--- config.mk ---
export PLATFORM = sky130hd
export DESIGN_NAME = utopia_rx_reader
export DESIGN_NICKNAME = d
export VERILOG_FILES = /design/src/rtl/utopia_rx_reader.sv
export SDC_FILE = /design/constraint.sdc
export NUM_CORES = 1
export LEC_CHECK = 0
export ABC_AREA = 1
export BUFFER_PORTS_ARGS = -buffer_cell sky130_fd_sc_hd__buf_2
export CAP_MARGIN = 10
export CORE_MARGIN = 5
export CORE_UTILIZATION = 35
export CTS_BUF_LIST = sky130_fd_sc_hd__clkbuf_8 sky130_fd_sc_hd__clkbuf_16
export CTS_CLUSTER_DIAMETER = 30
export DETAILED_ROUTE_END_ITERATION = 10
export GPL_TIMING_DRIVEN = 0
export MAX_ROUTING_LAYER = met4
export PLACE_DENSITY = 0.58
export REMOVE_ABC_BUFFERS = 1
export SYNTH_ARGS = -nofsm -noshare
export SYNTH_HDL_FRONTEND = slang
export SYNTH_SLANG_ARGS = --single-unit
--- constraint.sdc ---
create_clock -name clk -period 1.65 [get_ports clk]
set_input_delay 0.33 -clock clk [delete_from_list [all_inputs] [get_ports clk]]
set_output_delay 0.33 -clock clk [all_outputs]
set_load 0.02 [all_outputs]
--- src/rtl/utopia_rx_reader.sv ---
module utopia_rx_reader #(
  parameter int CELL_BYTES = 53,
  parameter int DW = 8
) (
  input  logic          clk,
  input  logic          rst,
  input  logic          phy_clav,
  input  logic [DW-1:0] phy_data,
  input  logic          phy_soc,
  input  logic          phy_prty,
  input  logic          par_en,
  input  logic          dn_ready,
  output logic          phy_enb_n,
  output logic          out_valid,
  output logic [DW-1:0] out_data,
  output logic          out_sop,
  output logic          out_eop,
  output logic          out_perr,
  output logic          out_misalign
);
  localparam int CW = $clog2(CELL_BYTES + 1);
  localparam logic [CW-1:0] LAST = CW'(CELL_BYTES);
  localparam logic [CW-1:0] ONE  = CW'(1);

  logic [CW-1:0] iss_cnt, rx_cnt, rx_next;
  logic bus_live, mis_next;

  wire start_ok   = phy_clav & dn_ready;
  wire at_last    = (iss_cnt == LAST);
  wire want_first = (rx_cnt == '0) || (rx_cnt == LAST);
  wire par_bad    = par_en & ~(^{phy_data, phy_prty});

  always_comb begin
    if (phy_soc) begin
      rx_next  = ONE;
      mis_next = ~want_first;
    end else if (want_first) begin
      rx_next  = '0;
      mis_next = 1'b1;
    end else begin
      rx_next  = rx_cnt + ONE;
      mis_next = 1'b0;
    end
  end

  always_ff @(posedge clk) begin
    if (rst) begin
      phy_enb_n <= 1'b1;
      iss_cnt   <= '0;
      bus_live  <= 1'b0;
    end else begin
      bus_live <= ~phy_enb_n;
      if (phy_enb_n) begin
        if (start_ok) begin
          phy_enb_n <= 1'b0;
          iss_cnt   <= ONE;
        end
      end else if (at_last) begin
        if (start_ok) iss_cnt <= ONE;
        else begin
          phy_enb_n <= 1'b1;
          iss_cnt   <= '0;
        end
      end else begin
        iss_cnt <= iss_cnt + ONE;
      end
    end
  end

  always_ff @(posedge clk) begin
    if (rst) begin
      rx_cnt       <= '0;
      out_valid    <= 1'b0;
      out_data     <= '0;
      out_sop      <= 1'b0;
      out_eop      <= 1'b0;
      out_perr     <= 1'b0;
      out_misalign <= 1'b0;
    end else begin
      out_valid <= bus_live;
      if (bus_live) begin
        rx_cnt       <= rx_next;
        out_data     <= phy_data;
        out_sop      <= phy_soc;
        out_eop      <= (rx_next == LAST);
        out_perr     <= par_bad;
        out_misalign <= mis_next;
      end else begin
        out_sop      <= 1'b0;
        out_eop      <= 1'b0;
        out_perr     <= 1'b0;
        out_misalign <= 1'b0;
      end
    end
  end

  assert_enb_needs_clav_R2: assert property (@(posedge clk) disable iff (rst)
    $fell(phy_enb_n) |-> $past(phy_clav && dn_ready));

  assert_byte_latency_R3: assert property (@(posedge clk) disable iff (rst)
    !phy_enb_n |=> ##1 out_valid);

  assert_hold_in_cell_R4: assert property (@(posedge clk) disable iff (rst)
    (!phy_enb_n && !at_last) |=> !phy_enb_n);

  assert_back_to_back_R4: assert property (@(posedge clk) disable iff (rst)
    (!phy_enb_n && at_last && phy_clav && dn_ready) |=> !phy_enb_n);

  assert_stop_at_boundary_R5: assert property (@(posedge clk) disable iff (rst)
    (!phy_enb_n && at_last && !phy_clav) |=> phy_enb_n);

  assert_flags_need_valid_R6: assert property (@(posedge clk) disable iff (rst)
    !out_valid |-> !(out_sop || out_eop || out_perr || out_misalign));

  assert_parity_off_R8: assert property (@(posedge clk) disable iff (rst)
    !par_en |=> !out_perr);

  assert_ready_gates_start_R11: assert property (@(posedge clk) disable iff (rst)
    (phy_enb_n && !dn_ready) |=> phy_enb_n);
endmodule

==> results of run 1 <==
worst register-to-register path: cells and delay by family, from the launching register on:
family,cells,cell delay (ns)
buf+inv,1,0.09
flops,1,0.44
simple gates,5,0.56
fa+ha+maj,1,0.21
per-stage QoR:
stage	instances	total power [W]	hold WS [ns]	util (%)	setup slack [ns]
after floorplan	206	0.000850	0.397	-	0.447
after global routing	288	0.00138	0.293	41.5	0.144
after CTS	288	0.00132	0.285	41.5	0.0502
after detailed placement	284	0.000922	0.457	40.2	0.0813
final	288	0.00130	0.287	41.5	0.294
after global placement	284	0.000920	0.462	40.2	0.120
registers in the layout, indices dropped and copies added (netlist names):
signal	count
phy_enb_n	1
rx_cnt	6
out_sop	1
out_data	8
out_eop	1
out_perr	1
iss_cnt	6
out_valid	1
out_misalign	1
bus_live	1
power by group through the flow:
stage / clock (W) / sequential [W] / combinational (W)
finish: 0.000399 / 0.000704 / 0.000201
global route: 0.000437 / 0.000710 / 0.000232
CTS: 0.000416 / 0.000704 / 0.000204
detailed placement: 0 / 0.000719 / 0.000203
global placement: 0 / 0.000719 / 0.000201
floorplan: 0 / 0.000732 / 0.000119
cell usage in the layout, fill, tap and decap left out, types with 3 or more instances in the layout:
master,instances
inv_1,31
clkbuf_8,3
nand3_1,11
nor2_1,17
o21ai_0,13
buf_2,28
a21oi_1,15
nand2_1,65
ha_1,5
dfxtp_1,26
xor2_1,4
cells by family after synthesis:
| family | share of synthesized area, % |
|---|---|
| flops | 38.6 |
| xor+xnor | 3.12 |
| fa+ha+maj | 4.46 |
| simple gates | 32.0 |
| compound gates | 12.3 |
| buf+inv | 9.55 |
worst paths after layout:
| path | start | end | cells past startpoint |
|---|---|---|---|
| worst max register to register | rx_cnt[0]$_SDFFE_PP0P_ | out_eop$_SDFF_PP0_ | 7 |
| worst min-delay path | par_en | out_perr$_SDFF_PP0_ | 3 |
| worst min register to register | phy_enb_n$_SDFF_PP1_ | bus_live$_SDFF_PP0_ | 1 |
| worst max-delay path | rx_cnt[0]$_SDFFE_PP0P_ | out_eop$_SDFF_PP0_ | 7 |
cell type report:
cell class                      count  area, µm²  area share, %
Tap cell                           50       62.6           3.82
Sequential cell                    27        542           33.1
Clock buffer                        3       41.3           2.52
Multi-Input combinational cell    148        727           44.4
Inverter                           31        116           7.10
Clock inverter                      1       8.76          0.535
Timing Repair Buffer               28        140           8.56
metal layers:
metal | global-route usage [%] | part of all wire (%)
met5 | - | 0
met4 | 6.15 | 2.4
met3 | 1.92 | 3.8
met2 | 16.0 | 41
met1 | 15.5 | 53
==> impl_results.md, run 1 <==
* Status: finished, final reports clean
* Post-Synthesis Cells at 210
* Port bufs at 28
* FFs w/ async S/R, synth at 0%
* Most frequent cell after synthesis: nand2_1
* Post-synth EDFFs at 0
* DRC at 0
* Post-synthesis sequential area ratio at 38.6%
* PwrDens at 796 nW/µm²
* Placer Congestion at 0.800
* Layout cells sized above 1 at 16.8%
* Clk sink count at 27
* Switch share at 28.8%
* Initial antenna violation count at 0
* Data required time of the worst path at about 1.9 ns
* Slew @ Worst Pin at 0.489 ns
* Slowest-stage cell, CP: dfxtp_1
* Die height at 73.3 µm
* P_sw at 0.000375 W
* Final Hold Violating Endpoints at 0
* Num CTS Buffers at 3
* Setup TNS at 0 ns
* Vias in the first global route at 1,081
* Core Rows at 23
* Post-CTS Setup Bufs at 0
* CTS Root Cell: clkbuf_8
* Gate power share at approximately 15%
* R2r setup slk at 0.29 ns
* Worst path max stage delay at about 0.44 ns
* GRT Total Usage at 11.4%
* Critical path type: flip-flop to flip-flop
* Slew Limit Fails at 0
* Initial DRC Count at 59
* Die Width at 73.3 µm
* Filler cell count at roughly 420
* Clk pwr share at 30.6%
* Critical path, cell by cell: inv_1 -> ha_1 -> nand3_2 -> nand2_2 -> nor2_4 -> nand3_1 -> nor2_1
* NumNets Final at between 200 and 300
* P&R area growth vs syn at 16.9%
* Starting Density at about 36%
* TritonCTS clock tree: done
* Final global-route overflow total at 0
* Most frequent cells after synthesis: nand2_1 (65), inv_1 (31), dfxtp_1 (27)
* CP startpoint kind: flip-flop
* Core area at 3940 µm²
* Die Area at 5370 µm²
* Vias/cell at 4.41
* Clk_lat worst skew at 0.28 ns
* Register bit total from synthesis at 27
* LEAKAGE at 0.899 nW
* Final ANT Viol Nets at 0
* Tmin final at approximately 1.4 ns
* Max_slew headroom at around two thirds
* Flop pwr share at between 50% and 60%
* Fmax at 0.738 GHz
* Final setup violation count at 0
* CTS Hold Bufs at 0
* Total number of vias at between 1,000 and 1,500
* Largest net degree at the start of global routing at 26
* Crit-path max FO at 7
* Count of cell types in the netlist at 24
* Worst path arrival time at 1.57 ns
* Routed wire length at 2770 µm
* Dpl cell area at 1590 µm²
* CTS Buffer Depth at 2
* Syn_area_per_cell at 6.67 µm²
* Synth area leader: dfxtp_1
* DR pass1 iterations at 4
* Hold crit path type: input port to flip-flop
* Yosys warns at 0
* Worst path buffer plus inverter count at 1
* Critical Path End Type: flip-flop
* Synth top area share at 38.6%
* H-tree levels at 1
* First-pass GRT wire length at 4710 µm
* Top cells by area, synth: dfxtp_1 (39%), nand2_1 (17%), inv_1 (8.3%)
* Final worst path period share at between 80% and 90%
* Synthesized area at 1400 µm²
* Max-capacitance violation count at 0
* Ant. Diodes at 0
* Post-DP HPWL at between 2000 and 2500 µm
* Max IR drop VDD at 0.335 mV
* Clock skew at 0.0103 ns
* Post-CTS Resized at 0
* Int Power at a little over 0.0009 W
* Wire length per cell at around 9.6 µm
* Synth Flop Type: dfxtp_1
* Num ports at 29
* RSZ-0062 raised after global routing: no
* Worst path top cell family by delay: simple AND/OR/NAND/NOR gates
* Clock transition at the registers of the reported paths at about 0.10 ns
* Design area at 1640 µm²
Note: power is estimated with default switching activity, not from simulation.
==> run 2: changes to the inputs <==
- ABC_AREA: 1 -> 0
- PLACE_DENSITY: 0.58 -> 0.61
- clock period: 1.65 -> 1.12 ns (I/O delays scaled with it)
==> run 2 against run 1 <==
  * The run now ends with negative setup slack left
  * Utilization increased by 6.5 points
  * Clock power increased by 31%
  * Total power increased by 41%
  * Synthesized cell count decreased by 36%
  * Critical endpoint is now rx_cnt[5]$_SDFFE_PP0P_
==> impl_results.md, run 2 <==
* P_sw at 0.000454 W (was 0.000375 W)
* RSZ-0062 raised after global routing: yes (was no)
* Yosys warns at 0 (unchanged)
* NumNets Final at 197 (was 259)
* Reg with most FFs: out_data (unchanged)
* Slew @ Worst Pin at 0.456 ns (was 0.489 ns)
* Data required time of the worst path at 1.26 ns (was 1.87 ns)
* Setup TNS at -5.77 ns (was 0 ns)
* Post-DP HPWL at 1840 µm (was 2120 µm)
* Initial antenna violation count at 0 (unchanged)
* Failing checks: negative setup slack
* First-pass GRT wire length at 4950 µm (was 4710 µm)
* LEAKAGE at 0.742 nW (was 0.899 nW)
* CTS Root Cell: clkbuf_8 (unchanged)
* Num CTS Buffers at 3 (unchanged)
* Num ports at 29 (unchanged)
* Clk sink count at 27 (unchanged)
* Status: finished with violations (was finished, final reports clean)
* Final core occ at 48.0% (was 41.5%)
* Fmax at 0.608 GHz (was 0.738 GHz)
* Dpl cell area at 1460 µm² (was 1590 µm²)
* Clock transition at the registers of the reported paths at 0.08 ns (was 0.10 ns)
* Critical path type: flip-flop to flip-flop (unchanged)
* Register bit total from synthesis at 27 (unchanged)
* Worst hold slack at 0.180 ns (was 0.287 ns)
* Gate power share at 16.3% (was 15.4%)
* GRT Total Usage at 12.0% (was 11.4%)
* DRC at 0 (unchanged)
* Layout cells sized above 1 at 39.2% (was 16.8%)
* Storage element area at 559 µm² (was 542 µm²)
* Syn_area_per_cell at 9.54 µm² (was 6.67 µm²)
* Synth top area share at 42.0% (was 38.6%)
* CP startpoint kind: flip-flop (unchanged)
* Max_slew headroom at 69.6% (was 67.4%)
* Most frequent cells in the layout: buf_2 (28), dfxtp_1 (20), nor2_1 (16) (was nand2_1 (65), inv_1 (31), buf_2 (28))
* Total number of vias at 1,130 (was 1,271)
* CTS Hold Bufs at 0 (unchanged)
* CTS Buffer Depth at 2 (unchanged)
* Most common cell after layout, fill and taps aside: buf_2 (was nand2_1)
* Largest net degree at the start of global routing at 25 (was 26)
* Multi-input logic area at 767 µm² (was 727 µm²)
* Design area at 1730 µm² (was 1640 µm²)
* Starting Density at 35.7% (was 35.5%)
* P&R area growth vs syn at 34.5% (was 16.9%)
* Core area at 3610 µm² (was 3940 µm²)
* Hold crit path type: input port to flip-flop (unchanged)
* Count of cell types in the netlist at 44 (was 24)
* Tmin final at 1.65 ns (was 1.36 ns)
* Die Width at 70.7 µm (was 73.3 µm)
* Vias in the first global route at 1,141 (was 1,081)
* Post-synthesis sequential area ratio at 42.0% (was 38.6%)
* Crit-path max FO at 7 (unchanged)
* Synthesized area at 1290 µm² (was 1400 µm²)
* Most frequent cell after synthesis: dfxtp_1 (was nand2_1)
* Ant. Diodes at 0 (unchanged)
* Routed wire length at 2830 µm (was 2770 µm)
* Regs by FF count: out_data (8), iss_cnt (6), rx_cnt (6) (unchanged)
* Core Rows at 22 (was 23)
* Top cells by area, synth: dfxtp_1 (42%), mux2i_1 (6.2%), ha_1 (4.9%) (was dfxtp_1 (39%), nand2_1 (17%), inv_1 (8.3%))
* Clk pwr share at 28.6% (was 30.6%)
* Clk_lat worst skew at 0.26 ns (was 0.28 ns)
* Final global-route overflow total at 0 (unchanged)
* Synth area leader: dfxtp_1 (unchanged)
* Largest register FFs at 8 (unchanged)
* Max-capacitance violation count at 0 (unchanged)
* Clock skew at 0.00129 ns (was 0.0103 ns)
* Placer Congestion at 0.855 (was 0.800)
* Int Power at 0.00138 W (was 0.000929 W)
* Most frequent cells after synthesis: dfxtp_1 (27), nor2_1 (16), inv_1 (8), mux2i_1 (8), nand2_1 (6) (was nand2_1 (65), inv_1 (31), dfxtp_1 (27))
* Critical Path End Type: flip-flop (unchanged)
* Final worst path period share at 147% (was 82.2%)
* Die height at 70.7 µm (was 73.3 µm)
* Vias/cell at 5.04 (was 4.41)
* Synth Flop Type: dfxtp_1 (unchanged)
* Slew Limit Fails at 0 (unchanged)
* FFs w/ async S/R, synth at 0% (unchanged)
* Switch share at 24.7% (was 28.8%)
* Worst path arrival time at 1.78 ns (was 1.57 ns)
* DR pass1 iterations at 4 (unchanged)
* TritonCTS clock tree: done (unchanged)
* Die Area at 4990 µm² (was 5370 µm²)
* H-tree levels at 1 (unchanged)
* Wire length per cell at 12.6 µm (was 9.61 µm)
* Post-Synthesis Cells at 135 (was 210)
* Final ANT Viol Nets at 0 (unchanged)
* Final setup violation count at 15 (was 0)
* Post-synth EDFFs at 0 (unchanged)
* Max IR drop VDD at 0.920 mV (was 0.335 mV)
* PwrDens at 1060 nW/µm² (was 796 nW/µm²)
* Port bufs at 28 (unchanged)
* Filler cell count at 331 (was 416)
* Final Hold Violating Endpoints at 0 (unchanged)
* Initial DRC Count at 82 (was 59)
* Worst setup margin at -0.525 ns (was 0.294 ns)
* Flop pwr share at 55.1% (was 54.0%)
## run 2: cell families (layout without fill, tap and decap cells)
| logic type | Yosys count | after routing | synth area share, % |
|---|---|---|---|
| xor gates and xnor gates | 10 | 10 | 7.87 |
| adders and majority gates | 5 | 5 | 4.86 |
| AOI/OAI and AO/OA | 24 | 24 | 14.8 |
| muxes | 8 | 8 | 6.22 |
| DFF | 27 | 27 | 42.0 |
| and+or+nand+nor | 48 | 48 | 19.8 |
| buffers and inverters | 13 | 54 | 4.47 |
## run 2: stage by stage
step / setup WS, ns / power (W) / instances
6_report: -0.525 / 0.00183 / 224
5_1_grt: -0.573 / 0.00194 / 224
4_1_cts: -0.478 / 0.00185 / 222
3_5_place_dp: -0.613 / 0.00127 / 206
3_3_place_gp: -0.592 / 0.00126 / 206
2_1_floorplan: -0.496 / 0.00118 / 130
## run 2: final cells by class
cell class,count,area share (%)
clock buffers,3,2.38
inverters,8,2.02
flip-flops and latches,27,32.3
well taps,48,3.47
clock inverters,1,0.217
repair buffers,42,15.3
multi-input cells,95,44.3
## run 2: layer usage
metal | global-route usage (%) | wire length, µm | part of all wire, %
met1 | 14.3 | 1250 | 44
met2 | 20.3 | 1400 | 50
met3 | 3.13 | 148 | 5.2
met4 | 2.92 | 31 | 1.1
met5 | - | 0 | 0
## run 2: power by group through the flow
stage	combinational [W]	clock, W	sequential (W)
2_1_floorplan	0.000130	0	0.00105
3_3_place_gp	0.000228	0	0.00103
3_5_place_dp	0.000231	0	0.00103
4_1_cts	0.000287	0.000548	0.00101
5_1_grt	0.000325	0.000597	0.00102
6_report	0.000299	0.000524	0.00101
## run 2: worst max-delay path, cell delays in order (launching register included)
cell and delay (ns):
dfxtp_4 0.37, inv_4 0.06, ha_4 0.11, or4b_4 0.47, a21oi_4 0.27, or2_4 0.17
o32ai_2 0.06
## run 2: final timing paths
kind / startpoint / endpoint / slack (ns) / depth (start not counted)
worst min-delay path: par_en / out_perr$_SDFF_PP0_ / 0.18 / 2
worst max register to register: rx_cnt[0]$_SDFFE_PP0P_ / rx_cnt[5]$_SDFFE_PP0P_ / -0.53 / 6
worst min register to register: phy_enb_n$_SDFF_PP1_ / bus_live$_SDFF_PP0_ / 0.50 / 1
worst max-delay path: rx_cnt[0]$_SDFFE_PP0P_ / rx_cnt[5]$_SDFFE_PP0P_ / -0.53 / 6
## run 2: timing repair
action,4_1_cts,5_1_grt
pin swaps,18,8
buffers inserted,12,3
resized for setup,28,5
setup endpoints to repair,27,16
gates cloned,0,0
